[config.mk]
export PLATFORM = sky130hd
export DESIGN_NAME = hdlc_frame_tx
export DESIGN_NICKNAME = d
export VERILOG_FILES = /design/src/rtl/hdlc_tx_pkg.sv /design/src/rtl/hdlc_tx_tick.sv /design/src/rtl/hdlc_tx_fcs.sv /design/src/rtl/hdlc_tx_stuff.sv /design/src/rtl/hdlc_frame_tx.sv
export SDC_FILE = /design/constraint.sdc
export NUM_CORES = 1
export LEC_CHECK = 0
export BUFFER_PORTS_ARGS = -buffer_cell sky130_fd_sc_hd__buf_2
export CORE_ASPECT_RATIO = 0.8
export CORE_MARGIN = 3
export CORE_UTILIZATION = 50
export CTS_CLUSTER_DIAMETER = 200
export DETAILED_ROUTE_END_ITERATION = 7
export GPL_TIMING_DRIVEN = 0
export PLACE_DENSITY_LB_ADDON = 0.08
export SYNTH_ARGS = -nofsm -noshare
export SYNTH_HDL_FRONTEND = slang
export SYNTH_SLANG_ARGS = --single-unit
[constraint.sdc]
create_clock -name clk -period 3 [get_ports clk]
set_clock_uncertainty 0.1 [all_clocks]
set_input_delay 0.15 -clock clk [delete_from_list [all_inputs] [get_ports clk]]
set_output_delay 0.15 -clock clk [all_outputs]
set_load 0.01 [all_outputs]
[src/rtl/hdlc_tx_pkg.sv]
package hdlc_tx_pkg;
    localparam int BYTE_W = 8;

    typedef enum logic [2:0] {
        ST_FILL,
        ST_OPEN,
        ST_DATA,
        ST_FCS,
        ST_CLOSE,
        ST_ABORT,
        ST_FAULT
    } tx_state_e;

    // patterns are indexed by line order: bit 0 leaves first
    localparam logic [BYTE_W-1:0] FLAG_PAT  = 8'b0111_1110;
    localparam logic [BYTE_W-1:0] ABORT_PAT = 8'b1111_1110;
endpackage

[src/rtl/hdlc_tx_tick.sv]
module hdlc_tx_tick #(
    parameter int BIT_DIV = 4
) (
    input  logic clk,
    input  logic rst_n,
    output logic tick
);
    generate
        if (BIT_DIV > 1) begin : g_div
            localparam int CW = $clog2(BIT_DIV);
            localparam logic [CW-1:0] LAST = CW'(BIT_DIV - 1);
            logic [CW-1:0] cnt_q;

            always_ff @(posedge clk or negedge rst_n) begin
                if (!rst_n)            cnt_q <= '0;
                else if (cnt_q == LAST) cnt_q <= '0;
                else                   cnt_q <= cnt_q + 1'b1;
            end
            assign tick = (cnt_q == LAST);
        end else begin : g_full
            assign tick = 1'b1;
        end
    endgenerate
endmodule

[src/rtl/hdlc_tx_fcs.sv]
module hdlc_tx_fcs #(
    parameter int          FCS_W = 16,
    parameter logic [15:0] POLY  = 16'h1021,
    parameter logic [15:0] SEED  = 16'hFFFF
) (
    input  logic             clk,
    input  logic             rst_n,
    input  logic             init,
    input  logic             upd,
    input  logic             din,
    output logic [FCS_W-1:0] fcs
);
    logic [FCS_W-1:0] fcs_q;
    logic             fb;

    assign fb = fcs_q[FCS_W-1] ^ din;

    always_ff @(posedge clk or negedge rst_n) begin
        if (!rst_n)    fcs_q <= SEED[FCS_W-1:0];
        else if (init) fcs_q <= SEED[FCS_W-1:0];
        else if (upd)  fcs_q <= {fcs_q[FCS_W-2:0], 1'b0} ^ (fb ? POLY[FCS_W-1:0] : '0);
    end
    assign fcs = fcs_q;

    // the register only moves on a preset or a payload bit
    p_fcs_hold_r6: assert property (@(posedge clk) disable iff (!rst_n)
        (!init && !upd) |=> $stable(fcs_q));
endmodule

[src/rtl/hdlc_tx_stuff.sv]
module hdlc_tx_stuff #(
    parameter int RUN = 5
) (
    input  logic clk,
    input  logic rst_n,
    input  logic step,
    input  logic count_ok,
    input  logic bit_in,
    output logic need_zero
);
    localparam int CW = $clog2(RUN + 1);
    localparam logic [CW-1:0] RUN_V = CW'(RUN);
    logic [CW-1:0] run_q;

    always_ff @(posedge clk or negedge rst_n) begin
        if (!rst_n) run_q <= '0;
        else if (step) run_q <= (count_ok && bit_in) ? run_q + 1'b1 : '0;
    end
    assign need_zero = (run_q == RUN_V);

    // the run never grows past the stuffing threshold
    p_run_cap_r5: assert property (@(posedge clk) disable iff (!rst_n)
        run_q <= RUN_V);
endmodule

[src/rtl/hdlc_frame_tx.sv]
module hdlc_frame_tx
    import hdlc_tx_pkg::*;
#(
    parameter int          BIT_DIV  = 4,
    parameter int          FCS_W    = 16,
    parameter logic [15:0] FCS_POLY = 16'h1021,
    parameter logic [15:0] FCS_SEED = 16'hFFFF,
    parameter int          ONES_RUN = 5
) (
    input  logic              clk,
    input  logic              rst_n,
    input  logic              tx_en,
    input  logic              fill_flags,
    input  logic              q_valid,
    input  logic [BYTE_W-1:0] q_data,
    input  logic              q_eof,
    input  logic              q_abort,
    output logic              q_pop,
    output logic              line_bit,
    output logic              line_vld,
    output logic              tx_fault
);
    localparam int IDX_W = $clog2(FCS_W);
    localparam logic [IDX_W-1:0] FCS_LAST  = IDX_W'(FCS_W - 1);
    localparam logic [IDX_W-1:0] BYTE_LAST = IDX_W'(BYTE_W - 1);

    tx_state_e         state_q, state_d;
    logic [IDX_W-1:0]  idx_q, idx_d;
    logic [BYTE_W-1:0] byte_q, byte_d;
    logic              last_q, last_d;
    logic              fill_q, fill_d;
    logic              tick, need_zero, insert, stuffable, unit_end;
    logic              unit_bit, tx_bit, fill_sel, pop_req;
    logic [FCS_W-1:0]  fcs;
    logic              bit_q, vld_q;

    hdlc_tx_tick #(.BIT_DIV(BIT_DIV)) u_tick (
        .clk(clk), .rst_n(rst_n), .tick(tick)
    );

    hdlc_tx_fcs #(.FCS_W(FCS_W), .POLY(FCS_POLY), .SEED(FCS_SEED)) u_fcs (
        .clk(clk), .rst_n(rst_n),
        .init(tick && state_q == ST_OPEN),
        .upd(tick && !insert && state_q == ST_DATA),
        .din(tx_bit), .fcs(fcs)
    );

    hdlc_tx_stuff #(.RUN(ONES_RUN)) u_stuff (
        .clk(clk), .rst_n(rst_n),
        .step(tick && state_q != ST_FAULT),
        .count_ok(stuffable && !insert),
        .bit_in(tx_bit), .need_zero(need_zero)
    );

    assign stuffable = (state_q == ST_DATA) || (state_q == ST_FCS);
    assign insert    = need_zero && (state_q != ST_FAULT);
    assign unit_end  = (state_q == ST_FCS) ? (idx_q == FCS_LAST) : (idx_q == BYTE_LAST);

    // bit selection for the current unit
    always_comb begin
        fill_sel = (idx_q == '0) ? fill_flags : fill_q;
        unique case (state_q)
            ST_FILL:           unit_bit = fill_sel ? FLAG_PAT[idx_q[2:0]] : 1'b1;
            ST_OPEN, ST_CLOSE: unit_bit = FLAG_PAT[idx_q[2:0]];
            ST_ABORT:          unit_bit = ABORT_PAT[idx_q[2:0]];
            ST_DATA:           unit_bit = byte_q[idx_q[2:0]];
            ST_FCS:            unit_bit = ~fcs[FCS_LAST - idx_q];
            default:           unit_bit = 1'b1;
        endcase
        tx_bit = insert ? 1'b0 : unit_bit;
    end

    // next-state logic
    always_comb begin
        state_d = state_q;
        idx_d   = idx_q;
        byte_d  = byte_q;
        last_d  = last_q;
        fill_d  = fill_q;
        pop_req = 1'b0;
        if (tick && !insert && state_q != ST_FAULT) begin
            idx_d = unit_end ? '0 : idx_q + 1'b1;
            if (state_q == ST_FILL && idx_q == '0) fill_d = fill_flags;
            if (unit_end) begin
                unique case (state_q)
                    ST_FILL, ST_CLOSE, ST_ABORT:
                        state_d = (tx_en && q_valid) ? ST_OPEN : ST_FILL;
                    ST_OPEN:
                        pop_req = 1'b1;
                    ST_DATA:
                        if (last_q) state_d = ST_FCS;
                        else        pop_req = 1'b1;
                    ST_FCS:
                        state_d = ST_CLOSE;
                    default:
                        state_d = state_q;
                endcase
                if (pop_req) begin
                    if (!q_valid)               state_d = ST_ABORT;
                    else if (q_abort && q_eof)  state_d = ST_FAULT;
                    else if (q_abort)           state_d = ST_ABORT;
                    else begin
                        state_d = ST_DATA;
                        byte_d  = q_data;
                        last_d  = q_eof;
                    end
                end
            end
        end
    end

    // state register
    always_ff @(posedge clk or negedge rst_n) begin
        if (!rst_n) begin
            state_q <= ST_FILL;
            idx_q   <= '0;
            byte_q  <= '0;
            last_q  <= 1'b0;
            fill_q  <= 1'b1;
        end else begin
            state_q <= state_d;
            idx_q   <= idx_d;
            byte_q  <= byte_d;
            last_q  <= last_d;
            fill_q  <= fill_d;
        end
    end

    // output register
    always_ff @(posedge clk or negedge rst_n) begin
        if (!rst_n) begin
            bit_q <= 1'b1;
            vld_q <= 1'b0;
        end else begin
            vld_q <= tick && (state_q != ST_FAULT);
            if (tick) bit_q <= (state_q == ST_FAULT) ? 1'b1 : tx_bit;
        end
    end

    assign q_pop    = tick && pop_req && q_valid;
    assign line_bit = bit_q;
    assign line_vld = vld_q;
    assign tx_fault = (state_q == ST_FAULT);

    // a pending insertion always produces a zero on the line
    p_stuff_zero_r5: assert property (@(posedge clk) disable iff (!rst_n)
        (tick && insert) |=> (line_vld && !line_bit));

    // the trap is sticky and silent
    p_fault_hold_r9: assert property (@(posedge clk) disable iff (!rst_n)
        tx_fault |=> (tx_fault && !line_vld));

    p_no_pop_fault_r9: assert property (@(posedge clk) disable iff (!rst_n)
        q_pop |-> !tx_fault);

    // an opening flag is entered only with data and enable present
    p_open_gate_r3: assert property (@(posedge clk) disable iff (!rst_n)
        (state_q == ST_OPEN && $past(state_q) != ST_OPEN) |-> $past(tx_en && q_valid));

    generate
        if (BIT_DIV > 1) begin : g_strobe_chk
            // strobes are isolated single-cycle pulses
            p_strobe_gap_r1: assert property (@(posedge clk) disable iff (!rst_n)
                line_vld |=> !line_vld);
        end
    endgenerate
endmodule

==> summary.json <==
{
  "status": {"value": "finished, final reports clean"},
  "setup_repair_after_global_routing_missed_its_margin": {"value": "no"},
  "fmaxAchievable": {"value": 373, "unit": "MHz"},
  "tritoncts": {"value": "built"},
  "grt_remaining_overflow": {"value": 0},
  "coreArea": {"value": 0.00423, "unit": "mm²"},
  "critical_path.max_fanout": {"value": 8},
  "timing.final.crit_period": {"value": 2680, "unit": "ps"},
  "r2r-end": {"value": "u_fcs.fcs[0]"},
  "grt_pass1_wl": {"value": 8.00, "unit": "mm"},
  "cts_htree_levels": {"value": 2},
  "portBuffers": {"value": 18},
  "power_frac_clock": {"value": 26.2, "unit": "%"},
  "post_drt_via_cell_ratio": {"value": 5.61},
  "max-cap-violations": {"value": 0},
  "worstPathCellList": {"value": "clkbuf_1 -> inv_1 -> ha_1 -> inv_1 -> o311ai_0 -> o311ai_1 -> a311oi_4 -> and4b_1 -> a211oi_2"},
  "cts.path.max_buffers": {"value": 2},
  "synth_cell_type_count": {"value": 48},
  "rrSetupSlack": {"value": 320, "unit": "ps"},
  "placement.cell_area": {"value": 0.00238, "unit": "mm²"},
  "final_report_hold_violation_count": {"value": 0},
  "cts.sink_count": {"value": 40},
  "postSynthCellCount": {"value": 212},
  "antenna_cells": {"value": 0},
  "route.detailed.wl_per_inst": {"value": 15.0, "unit": "µm"},
  "leakage": {"value": 1.11, "unit": "nW"},
  "die_h": {"value": 65.6, "unit": "µm"},
  "cp_data_arrival_time": {"value": 2800, "unit": "ps"},
  "grt_max_degree": {"value": 41},
  "combPwrFrac": {"value": 31.6, "unit": "%"},
  "cts_buffers": {"value": 5},
  "dp_hpwl": {"value": 3.28, "unit": "mm"},
  "power_density_of_the_placed_cells": {"value": 690, "unit": "mW/mm²"},
  "worst_ir_drop_vdd": {"value": 0.339, "unit": "mV"},
  "syn_to_final_growth": {"value": 17.2, "unit": "%"},
  "critPathBufInv": {"value": 3},
  "hold_path_class": {"value": "in2reg"},
  "yosys_warnings": {"value": 0},
  "path_clk_slew": {"value": 90, "unit": "ps"},
  "postSynthNetCount": {"value": 232},
  "count_of_buffers_added_by_post_cts_timing_repair_for_setup": {"value": 0},
  "min_period_over_period": {"value": 89.4, "unit": "%"},
  "clockRootBuffer": {"value": "clkbuf_8"},
  "critPathLaunchType": {"value": "flip-flop"},
  "mappedNetlistArea": {"value": 0.00222, "unit": "mm²"},
  "setup.worst_path.end_class": {"value": "flip-flop"},
  "setup_viol": {"value": 0},
  "ioPinCount": {"value": 19},
  "post-synth-top-area-fraction": {"value": 24.8, "unit": "%"},
  "final_nets": {"value": 267},
  "routabilityCongestion": {"value": 0.867},
  "cts.repair.resized": {"value": 0},
  "required": {"value": 3120, "unit": "ps"},
  "p_switching": {"value": 578, "unit": "µW"},
  "synth_seq_cells": {"value": 40},
  "worst_slew_margin_rel": {"value": 43.1, "unit": "%"},
  "detail_route.iter0.violations": {"value": 93},
  "synth.largest_area_cell": {"value": "dfrtp_1"},
  "timing.final.max_slew_violations": {"value": 0},
  "syn_area_per_cell": {"value": 10.5, "unit": "µm²"},
  "setup-tns-final": {"value": 0, "unit": "ps"},
  "switching_share": {"value": 32.1, "unit": "%"},
  "number_of_global_route_vias_before_repair": {"value": 1746},
  "synth-seq-area-share": {"value": 46.0, "unit": "%"},
  "final_instance_area": {"value": 0.00261, "unit": "mm²"},
  "hold_start": {"value": "fill_flags"},
  "min_to": {"value": "fill_q"},
  "timing.rr.start": {"value": "idx_q[1]"},
  "route.vias.total": {"value": 1712},
  "drc_errors": {"value": 0},
  "globalRouteTotalUtil": {"value": 19.9, "unit": "%"},
  "antenna_found_initial": {"value": 0},
  "cts-hold-fix-buffers": {"value": 10},
  "layout-drive-gt1-share": {"value": 27.8, "unit": "%"},
  "die_width": {"value": 80.6, "unit": "µm"},
  "start_to_end_type_of_the_worst_setup_path": {"value": "reg2reg"},
  "clk-insertion-delay-late": {"value": 300, "unit": "ps"},
  "placement.setup.worst_slack": {"value": 347, "unit": "ps"},
  "tightest_slew": {"value": 854, "unit": "ps"},
  "routed_wl": {"value": 4.56, "unit": "mm"},
  "seq_power_share": {"value": 42.2, "unit": "%"},
  "critPathTopFamily": {"value": "compound AO/OA/AOI/OAI gates"},
  "effective_utilization_at_floorplan": {"value": 52.6, "unit": "%"},
  "r2r.worst_path.cells": {"value": 9},
  "critical_path_most_common_cell": {"value": "inv_1"},
  "worst_setup_path_startpoint": {"value": "idx_q[1]"},
  "fin_ws": {"value": 319, "unit": "ps"},
  "fp.dieArea": {"value": 0.00529, "unit": "mm²"},
  "postRouteAntennaNets": {"value": 0},
  "synthTopCellsByArea": {"value": "dfrtp_1, dfstp_2, mux2_2, nand2_1, mux4_1"},
  "whs_path_depth": {"value": 2},
  "max_stage_delay": {"value": 510, "unit": "ps"},
  "crit_slowest_cell": {"value": "a311oi_4"},
  "dr.pass1.iters": {"value": 4},
  "row_count": {"value": 21},
  "internal_power": {"value": 1.22, "unit": "mW"}
}
==> registers in the layout (all words and copies together) (netlist names) <==
register / flops
byte_q: 8
fill_q: 1
idx_q: 4
last_q: 1
line_bit: 1
line_vld: 1
state_q: 3
u_fcs.fcs: 16
u_stuff.run_q: 3
u_tick.g_div.cnt_q: 2
==> Yosys cell counts, drive strengths merged <==
cell / number
nand3: 7
or2: 1
a21oi: 7
mux2i: 5
mux2: 11
and3: 1
a21o: 2
clkbuf: 6
or3: 1
o32a: 1
a21boi: 1
nand2b: 5
o31a: 1
a311oi: 1
nor2: 8
nand2: 31
dfrtp: 22
and4b: 2
a211oi: 2
xnor2: 7
buf: 5
nor4: 4
or4: 1
o31ai: 1
ha: 5
or3b: 1
o21ai: 17
xor2: 1
nand3b: 3
and2: 3
nor2b: 4
mux4: 5
nor3: 7
o41ai: 1
inv: 11
nand4: 1
dfstp: 18
o311ai: 2
==> power groups by stage <==
| stage | Combinational, mW | Clock (mW) | Sequential (mW) |
|---|---|---|---|
| after floorplan | 0.440 | 0 | 0.743 |
| after global placement | 0.546 | 0 | 0.762 |
| after detailed placement | 0.555 | 0 | 0.766 |
| after CTS | 0.569 | 0.481 | 0.758 |
| after global routing | 0.632 | 0.504 | 0.776 |
| final | 0.568 | 0.472 | 0.758 |
==> metal layers <==
metal  vias to the layer above  wire, µm  global-route usage (%)
met4                         0        69                    6.96
met1                       862      2180                    27.2
li1                        816         -                       -
met3                         7       137                    3.97
met2                        27      2170                    31.4
met5                         -         0                       0
==> worst max path at each step <==
stage	slack (ps)	cells after the start	to
5_1_grt	150	9	u_fcs.fcs[0]
3_5_place_dp	350	9	u_fcs.fcs[0]
2_1_floorplan	700	9	u_fcs.fcs[0]
3_3_place_gp	360	9	u_fcs.fcs[0]
6_report	320	9	u_fcs.fcs[0]
4_1_cts	330	9	u_fcs.fcs[0]
==> final cells by class <==
class	count	area [µm²]
tap	57	71.3
multi-input combinational	150	1100
fill	348	1620
sequential	40	1020
timing repair buffer	28	190
buffer	11	56.3
inverter	11	41.3
clock buffer	6	82.6
clock inverter	2	38.8
==> placed cells by master, fill, tap and decap left out, types with 2 or more instances in the layout <==
| cell | count |
|---|---|
| nand2_1 | 30 |
| o21ai_0 | 15 |
| a21oi_1 | 6 |
| ha_1 | 5 |
| xnor2_1 | 7 |
| dfrtp_1 | 22 |
| mux4_1 | 4 |
| inv_1 | 11 |
| dlygate4sd3_1 | 10 |
| nor2_1 | 8 |
| clkbuf_1 | 6 |
| nor2b_1 | 4 |
| and2_1 | 3 |
| nor4_1 | 3 |
| nand3_1 | 6 |
| buf_2 | 21 |
| dfstp_2 | 18 |
| mux2_2 | 11 |
| o21ai_1 | 2 |
| nand3b_1 | 3 |
| a21o_1 | 2 |
| clkbuf_8 | 6 |
| mux2i_1 | 5 |
| and4b_1 | 2 |
| nand2b_1 | 5 |
| nor3_1 | 7 |
==> stage by stage <==
| step | util, % | power (mW) | hold WS, ps | cells |
|---|---|---|---|---|
| floorplan | - | 1.18 | -246 | 212 |
| global placement | 56.4 | 1.31 | 193 | 287 |
| detailed placement | 56.4 | 1.32 | 216 | 287 |
| CTS | 61.6 | 1.81 | 5.81 | 305 |
| global route | 61.6 | 1.91 | 11.6 | 305 |
| finish | 61.6 | 1.80 | 4.96 | 305 |
==> kinds of logic (layout without fill, tap and decap cells) <==
family | count (synthesis) | after routing | synth area share (%)
fa+ha+maj | 5 | 5 | 2.81
compound gates | 36 | 36 | 11.0
xor+xnor | 8 | 8 | 3.15
buf+inv | 22 | 58 | 4.39
flops | 40 | 40 | 46.0
mux | 21 | 21 | 13.6
simple gates | 80 | 80 | 19.0
(Power assumes the default switching activity.)
